### config.mk
export PLATFORM = sky130hd
export DESIGN_NAME = irw_regwin
export DESIGN_NICKNAME = d
export VERILOG_FILES = /design/src/rtl/irw_pkg.sv /design/src/rtl/irw_sel_decode.sv /design/src/rtl/irw_entry_slot.sv /design/src/rtl/irw_regwin.sv
export SDC_FILE = /design/constraint.sdc
export NUM_CORES = 2
export LEC_CHECK = 0
export BUFFER_PORTS_ARGS = -buffer_cell sky130_fd_sc_hd__buf_2
export CAP_MARGIN = 20
export CORE_AREA = 2 2 650 652
export CTS_CLUSTER_DIAMETER = 60
export CTS_CLUSTER_SIZE = 40
export DETAILED_ROUTE_END_ITERATION = 16
export DIE_AREA = 0 0 652 654
export HOLD_SLACK_MARGIN = 0.03
export SLEW_MARGIN = 20
export SYNTH_ARGS = -nofsm -noshare
export SYNTH_HDL_FRONTEND = slang
export SYNTH_SLANG_ARGS = --single-unit
### constraint.sdc
create_clock -name clk -period 3.8 [get_ports clk]
set_input_delay 0.95 -clock clk [delete_from_list [all_inputs] [get_ports clk]]
set_output_delay 0.95 -clock clk [all_outputs]
set_load 0.005 [all_outputs]
### src/rtl/irw_pkg.sv
package irw_pkg;

    localparam int DATA_W = 32;
    localparam int ENT_W  = 64;

    // Entry bit positions decoded by the delivery block
    localparam int B_DSTAT = 12;
    localparam int B_RIRR  = 14;
    localparam int B_TRIG  = 15;
    localparam int B_MASK  = 16;

    localparam logic [7:0] OFS_SEL        = 8'h00;
    localparam logic [7:0] OFS_WIN        = 8'h10;
    localparam logic [7:0] SEL_ID         = 8'h00;
    localparam logic [7:0] SEL_VER        = 8'h01;
    localparam logic [7:0] SEL_ARB        = 8'h02;
    localparam logic [7:0] SEL_ENTRY_BASE = 8'h10;

    localparam logic [ENT_W-1:0] ENT_RST = 64'h0000_0000_0001_0000;

    typedef enum logic [2:0] {
        SK_ID,
        SK_VER,
        SK_ARB,
        SK_ENTRY,
        SK_VOID
    } sel_kind_e;

    typedef struct packed {
        logic [ENT_W-1:0] ent;
        logic             tgl;
    } slot_state_t;

    typedef struct packed {
        logic [7:0]        sel;
        logic [3:0]        id;
        logic [DATA_W-1:0] rdata;
    } front_state_t;

endpackage

### src/rtl/irw_sel_decode.sv
module irw_sel_decode
    import irw_pkg::*;
#(
    parameter int NUM_PINS = 24,
    parameter int IDX_W    = 5
) (
    input  logic [7:0]       sel,
    output sel_kind_e        kind,
    output logic [IDX_W-1:0] idx,
    output logic             hi
);

    logic [7:0] off;
    logic [6:0] ent_num;

    always_comb begin
        off     = sel - SEL_ENTRY_BASE;
        ent_num = off[7:1];
        idx     = ent_num[IDX_W-1:0];
        hi      = sel[0];
        if (sel == SEL_ID)
            kind = SK_ID;
        else if (sel == SEL_VER)
            kind = SK_VER;
        else if (sel == SEL_ARB)
            kind = SK_ARB;
        else if (sel >= SEL_ENTRY_BASE && int'(ent_num) < NUM_PINS)
            kind = SK_ENTRY;
        else
            kind = SK_VOID;
    end

endmodule

### src/rtl/irw_entry_slot.sv
module irw_entry_slot
    import irw_pkg::*;
(
    input  logic              clk,
    input  logic              rst_n,
    input  logic              wr_lo,
    input  logic              wr_hi,
    input  logic [DATA_W-1:0] wdata,
    input  logic              rirr_set,
    input  logic              rirr_clr,
    input  logic              dstat,
    output logic [ENT_W-1:0]  ent_o,
    output logic              mask_tgl_o
);

    slot_state_t st_d, st_q;

    always_comb begin
        st_d     = st_q;
        st_d.tgl = 1'b0;
        if (wr_lo) begin
            st_d.ent[31:0] = wdata;
            st_d.tgl       = (wdata[B_MASK] != st_q.ent[B_MASK]);
        end
        if (wr_hi)
            st_d.ent[63:32] = wdata;
        // hardware-owned flags: bus data never lands here
        st_d.ent[B_DSTAT] = dstat;
        st_d.ent[B_RIRR]  = st_q.ent[B_RIRR];
        if (rirr_set)
            st_d.ent[B_RIRR] = 1'b1;
        else if (rirr_clr)
            st_d.ent[B_RIRR] = 1'b0;
        if ((wr_lo || wr_hi) && !st_d.ent[B_TRIG])
            st_d.ent[B_RIRR] = 1'b0;
    end

    always_ff @(posedge clk) begin
        if (!rst_n) begin
            st_q.ent <= ENT_RST;
            st_q.tgl <= 1'b0;
        end else begin
            st_q <= st_d;
        end
    end

    assign ent_o      = st_q.ent;
    assign mask_tgl_o = st_q.tgl;

    AST_EDGE_RIRR_CLEAR: assert property (@(posedge clk) disable iff (!rst_n)
        (wr_lo || wr_hi) |=> (st_q.ent[B_TRIG] || !st_q.ent[B_RIRR]));
    AST_RIRR_NOT_BY_BUS: assert property (@(posedge clk) disable iff (!rst_n)
        (!rirr_set) |=> !$rose(st_q.ent[B_RIRR]));
    AST_DSTAT_SAMPLED: assert property (@(posedge clk) disable iff (!rst_n)
        1'b1 |=> (st_q.ent[B_DSTAT] == $past(dstat)));
    AST_LOW_FIELDS_HELD: assert property (@(posedge clk) disable iff (!rst_n)
        (!wr_lo) |=> $stable(st_q.ent[11:0]));

endmodule

### src/rtl/irw_regwin.sv
module irw_regwin
    import irw_pkg::*;
#(
    parameter int         NUM_PINS = 24,
    parameter logic [7:0] VER_CODE = 8'h20,
    localparam int        IDX_W    = $clog2(NUM_PINS)
) (
    input  logic                      clk,
    input  logic                      rst_n,
    input  logic [7:0]                bus_addr,
    input  logic                      bus_wr,
    input  logic                      bus_rd,
    input  logic [31:0]               bus_wdata,
    output logic [31:0]               bus_rdata,
    input  logic [NUM_PINS-1:0]       rirr_set,
    input  logic [NUM_PINS-1:0]       rirr_clr,
    input  logic [NUM_PINS-1:0]       dlv_busy,
    output logic [64*NUM_PINS-1:0]    tbl_o,
    output logic                      mask_evt,
    output logic [IDX_W-1:0]          mask_evt_pin,
    output logic                      mask_evt_val
);

    localparam logic [7:0] LAST_PIN = 8'(NUM_PINS - 1);

    front_state_t      st_d, st_q;
    sel_kind_e         kind;
    logic [IDX_W-1:0]  idx;
    logic              hi;
    logic              win_wr;
    logic              ent_wr;
    logic [NUM_PINS-1:0] wr_lo_v, wr_hi_v, tgl_v;
    logic [ENT_W-1:0]  ent_a [NUM_PINS];
    logic [DATA_W-1:0] win_val;

    irw_sel_decode #(.NUM_PINS(NUM_PINS), .IDX_W(IDX_W)) u_dec (
        .sel  (st_q.sel),
        .kind (kind),
        .idx  (idx),
        .hi   (hi)
    );

    assign win_wr = bus_wr && (bus_addr == OFS_WIN);
    assign ent_wr = win_wr && (kind == SK_ENTRY);

    generate
        for (genvar gi = 0; gi < NUM_PINS; gi++) begin : g_slot
            assign wr_lo_v[gi] = ent_wr && (idx == IDX_W'(gi)) && !hi;
            assign wr_hi_v[gi] = ent_wr && (idx == IDX_W'(gi)) && hi;

            irw_entry_slot u_slot (
                .clk        (clk),
                .rst_n      (rst_n),
                .wr_lo      (wr_lo_v[gi]),
                .wr_hi      (wr_hi_v[gi]),
                .wdata      (bus_wdata),
                .rirr_set   (rirr_set[gi]),
                .rirr_clr   (rirr_clr[gi]),
                .dstat      (dlv_busy[gi]),
                .ent_o      (ent_a[gi]),
                .mask_tgl_o (tgl_v[gi])
            );

            assign tbl_o[64*gi +: 64] = ent_a[gi];
        end
    endgenerate

    // window read value for the current selector
    always_comb begin
        case (kind)
            SK_ID, SK_ARB: win_val = {4'h0, st_q.id, 24'h0};
            SK_VER:        win_val = {8'h00, LAST_PIN, 8'h00, VER_CODE};
            SK_ENTRY:      win_val = hi ? ent_a[idx][63:32] : ent_a[idx][31:0];
            default:       win_val = '1;
        endcase
    end

    always_comb begin
        st_d       = st_q;
        st_d.rdata = '0;
        if (bus_wr && bus_addr == OFS_SEL)
            st_d.sel = bus_wdata[7:0];
        if (win_wr && kind == SK_ID)
            st_d.id = bus_wdata[27:24];
        if (bus_rd) begin
            if (bus_addr == OFS_SEL)
                st_d.rdata = {24'h0, st_q.sel};
            else if (bus_addr == OFS_WIN)
                st_d.rdata = win_val;
        end
    end

    always_ff @(posedge clk) begin
        if (!rst_n) begin
            st_q.sel   <= '0;
            st_q.id    <= '0;
            st_q.rdata <= '0;
        end else begin
            st_q <= st_d;
        end
    end

    assign bus_rdata = st_q.rdata;

    // mask-change event encode; at most one entry is written per cycle
    always_comb begin
        mask_evt     = |tgl_v;
        mask_evt_pin = '0;
        mask_evt_val = 1'b0;
        for (int i = 0; i < NUM_PINS; i++) begin
            if (tgl_v[i]) begin
                mask_evt_pin = IDX_W'(i);
                mask_evt_val = ent_a[i][B_MASK];
            end
        end
    end

    AST_SEL_ONLY_AT_OFS: assert property (@(posedge clk) disable iff (!rst_n)
        !(bus_wr && bus_addr == OFS_SEL) |=> $stable(st_q.sel));
    AST_RDATA_IDLE_ZERO: assert property (@(posedge clk) disable iff (!rst_n)
        (!bus_rd) |=> (bus_rdata == '0));
    AST_SINGLE_MASK_EVT: assert property (@(posedge clk) disable iff (!rst_n)
        $onehot0(tgl_v));
    AST_ID_ONLY_BY_WIN: assert property (@(posedge clk) disable iff (!rst_n)
        !(win_wr && kind == SK_ID) |=> $stable(st_q.id));

endmodule

==> metrics.md <==
| Metric | Value |
|---|---|
| Status | finished clean |
| Lkg Pwr | 36.2 nW |
| RR Startpoint | st_q[36]$_SDFFE_PN0P_ |
| CP max stage cell | dfxtp_2 |
| Top FF cell, synth | dfxtp_1 |
| Initial DRC Count | 9,072 |
| Root Buffer | clkbuf_16 |
| Mapped Cells | 8,191 |
| Power Density | 408 nW/um^2 |
| CTS tree | built |
| H-tree depth | 4 |
| Commonest non-fill, non-tap cell in the layout | nand2_1 |
| Reg2Reg Setup Slack | 200 ps |
| Fin nets | 9,737 |
| First-pass GRT wire length | 719,000 microns |
| Worst Path Required | 2850 ps |
| Layout Skew | 114 ps |
| Slew headroom | 20.9% |
| Core area | 419,000 sq um |
| Cell count of the worst reg-to-reg path | 7 |
| Synth cell types | 53 |
| DRT Pass-1 Iters | 6 |
| Total CTS buffers | 194 |
| Worst Setup SP | g_slot[1].u_slot.ent_o[16]$_SDFFE_PN1P_ |
| Cell area after synthesis | 73,100 sq um |
| Layout area overhead | 31.8% |
| Yosys warns | 0 |
| DIE HEIGHT | 654 microns |
| Max-Cap Viols | 0 |
| Port Buffers | 1,690 |
| Number of synthesized flops with an enable pin | 0 |
| Period minus WS final | 3690 ps |
| Leading area contributor after synthesis | dfxtp_1 |
| Least-Margin Pin Slew | 1190 ps |
| CP cell instances | a21oi_1 -> o21ai_1 -> a221oi_1 -> o311ai_2 -> a31oi_1 -> o221ai_1 -> buf_4 |
| Setup violations, final | 0 |
| Die ar. | 426,000 sq um |
| # rows | 238 |
| CP arrival | 2740 ps |
| Worst hold path class | input pin to register |
| Fraction of layout cells with a size suffix above 1 | 30.2% |
| Buf/Inv on CP | 1 |
| Yosys top cell area share | 43.9% |
| Worst skew pair latency | 960 ps |
| Crit-path max FO | 2 |
| DRC | 0 |
| Worst R2R End | bus_rdata[26]$_SDFF_PP0_ |
| Register area share after synthesis | 43.9% |
| Post-CTS Setup Bufs | 0 |
| Initial Utilization | 17.4% |
| Via count | 73.6k |
| Period utilization | 97.1% |
| Final Hold Fails | 0 |
| Clock sink total | 1,604 |
| Final wirelength | 572,000 microns |
| Worst Setup End Kind | primary output |
| Worst setup path category | register to primary output |
| Async SR Flop Fraction | 0% |
| Startpoint Class | register |
| Antenna-violating nets left | 0 |
| Maximum clock rate | 0.271 GHz |
| GP Congestion | 0.934 |
| Commonest cells after routing, fill and taps aside | nand2_1, buf_2, dfxtp_1, a21boi_1, a21boi_0 |
| Top cells by area, synth | dfxtp_1, nand2_1, mux4_2 |
| Clock Path Buffers | 4 |
| Largest net degree at the start of global routing | 226 |
| Synthesized net count | 8,309 |
| Placed cell count | 14.9k |
| Post-DP HPWL | 454,000 microns |
| Critical Path Sink | mask_evt_val |
| Post-CTS Hold Fix Bufs | 0 |
| Max-slew violations | 0 |
| Initial antenna violation count | 114 |
| Total negative slack | 0 ps |
| Total GRT Usage | 25.6% |
| Mean area per synthesized cell | 8.93 sq um |
| Worst stage delay on the critical path | 370 ps |
| Die width | 652 microns |
| Gr ovfl total | 0 |
| Levels on crit path | 7 |
| Top delay family on crit path | compound AO/OA/AOI/OAI gates |
| Peak VDD IR | 0.478 mV |
| Vias per cell | 4.79 |
| WL/cell | 37.2 microns |
| Tot Pwr | 39.3 mW |
| Flops & latches, synth | 1,604 |
| Vias in the first global route | 66.4k |
| Non-Filler Instances | 15.4k |
| Reg clk slew, reported paths | 100 ps |
| Top Ports | 1,691 |
==> metal layers <==
| metal | global-route usage, % | share of wire, % |
|---|---|---|
| met5 | 0 | 0.022 |
| met4 | 14.3 | 7.0 |
| met3 | 10.2 | 12 |
| met2 | 39.0 | 43 |
| met1 | 30.6 | 38 |
==> kinds of logic (layout without fill, tap and decap cells) <==
group	after synthesis	after routing	share of synthesized area (%)
multiplexers	511	511	14.3
buffers and inverters	872	2464	5.50
AND/OR/NAND/NOR	3500	3500	19.1
AO/OA/AOI/OAI	1678	1678	16.9
XOR/XNOR	24	24	0.288
other	0	83	0
flip-flops	1604	1604	43.9
adder cells (fa/ha/maj)	2	2	0.0342
==> metrics by stage <==
stage          utilization (%)  worst slack [ps]  hold slack, ps  area, sq um
4_1_cts                   22.9              23.3             125        96100
2_1_floorplan                -               654             457        73100
3_5_place_dp              21.2               260             449        89000
5_1_grt                   23.0             -8.26             149        96200
3_3_place_gp              21.2               299             445        89000
6_report                  23.0               112             193        96300
==> synthesized netlist by cell type, drive strengths merged (2+ instances only) <==
cell type,number
nand2,3095
dfxtp,1604
a21boi,1464
buf,449
mux4,426
clkbuf,409
nor2,109
mux2i,84
o21ai,56
nand4,53
and4,48
nand3,45
nor2b,43
o22ai,35
nor4,33
a21oi,32
and2,28
a22oi,26
xor2,24
a31oi,22
inv,14
and3,12
a32oi,11
nor3,11
o31ai,10
nand2b,8
nand3b,5
a41oi,4
o211ai,4
or2,4
a2111oi,3
nor3b,3
or3,3
a211oi,2
ha,2
o21bai,2
==> where the power goes <==
| group | switching [mW] | internal [mW] | leakage, nW |
|---|---|---|---|
| registers | 0.0507 | 16.8 | 12.9 |
| clock network | 9.77 | 11.3 | 3.44 |
| logic | 0.979 | 0.425 | 19.8 |
| total | 10.8 | 28.5 | 36.2 |
==> worst min-delay path by stage <==
stage / start / to / slack (ps) / cells past startpoint
6_report: dlv_busy[20] / g_slot[20].u_slot.ent_o[12]$_SDFF_PN0_ / 190 / 2
5_1_grt: dlv_busy[19] / g_slot[19].u_slot.ent_o[12]$_SDFF_PN0_ / 150 / 2
4_1_cts: dlv_busy[20] / g_slot[20].u_slot.ent_o[12]$_SDFF_PN0_ / 130 / 2
3_5_place_dp: g_slot[22].u_slot.ent_o[3]$_SDFFE_PN0P_ / g_slot[22].u_slot.ent_o[3]$_SDFFE_PN0P_ / 450 / 2
3_3_place_gp: g_slot[13].u_slot.ent_o[36]$_SDFFE_PN0P_ / g_slot[13].u_slot.ent_o[36]$_SDFFE_PN0P_ / 450 / 2
2_1_floorplan: g_slot[22].u_slot.ent_o[44]$_SDFFE_PN0P_ / g_slot[22].u_slot.ent_o[44]$_SDFFE_PN0P_ / 460 / 2
==> worst register-to-register path: stages, from the launching register on <==
cell and delay [ps]:
dfxtp_4 650, buf_4 570, or3_1 410, o22ai_1 170
buf_4 190, nor4_1 540, nand2_1 390, a41oi_1 500
==> final cells by class <==
type	count	area, sq um
antenna	83	208
clock buffer	206	5000
clock inverter	154	2120
fill	45700	323000
inverter	14	61.3
multi-input combinational	5715	37100
sequential	1604	32100
tap	5520	6910
timing repair buffer	2090	12700
==> state kept, by name, summed over array words and instances, names as in the netlist <==
register	count
bus_rdata	32
g_slot.u_slot.ent_o	1536
g_slot.u_slot.mask_tgl_o	24
st_q	12
==> timing repair <==
action,CTS,global route
gates resized for setup,8,3
endpoints found under the setup margin,1,1
pin swaps,3,0
Note: power is estimated with default switching activity, not from simulation.
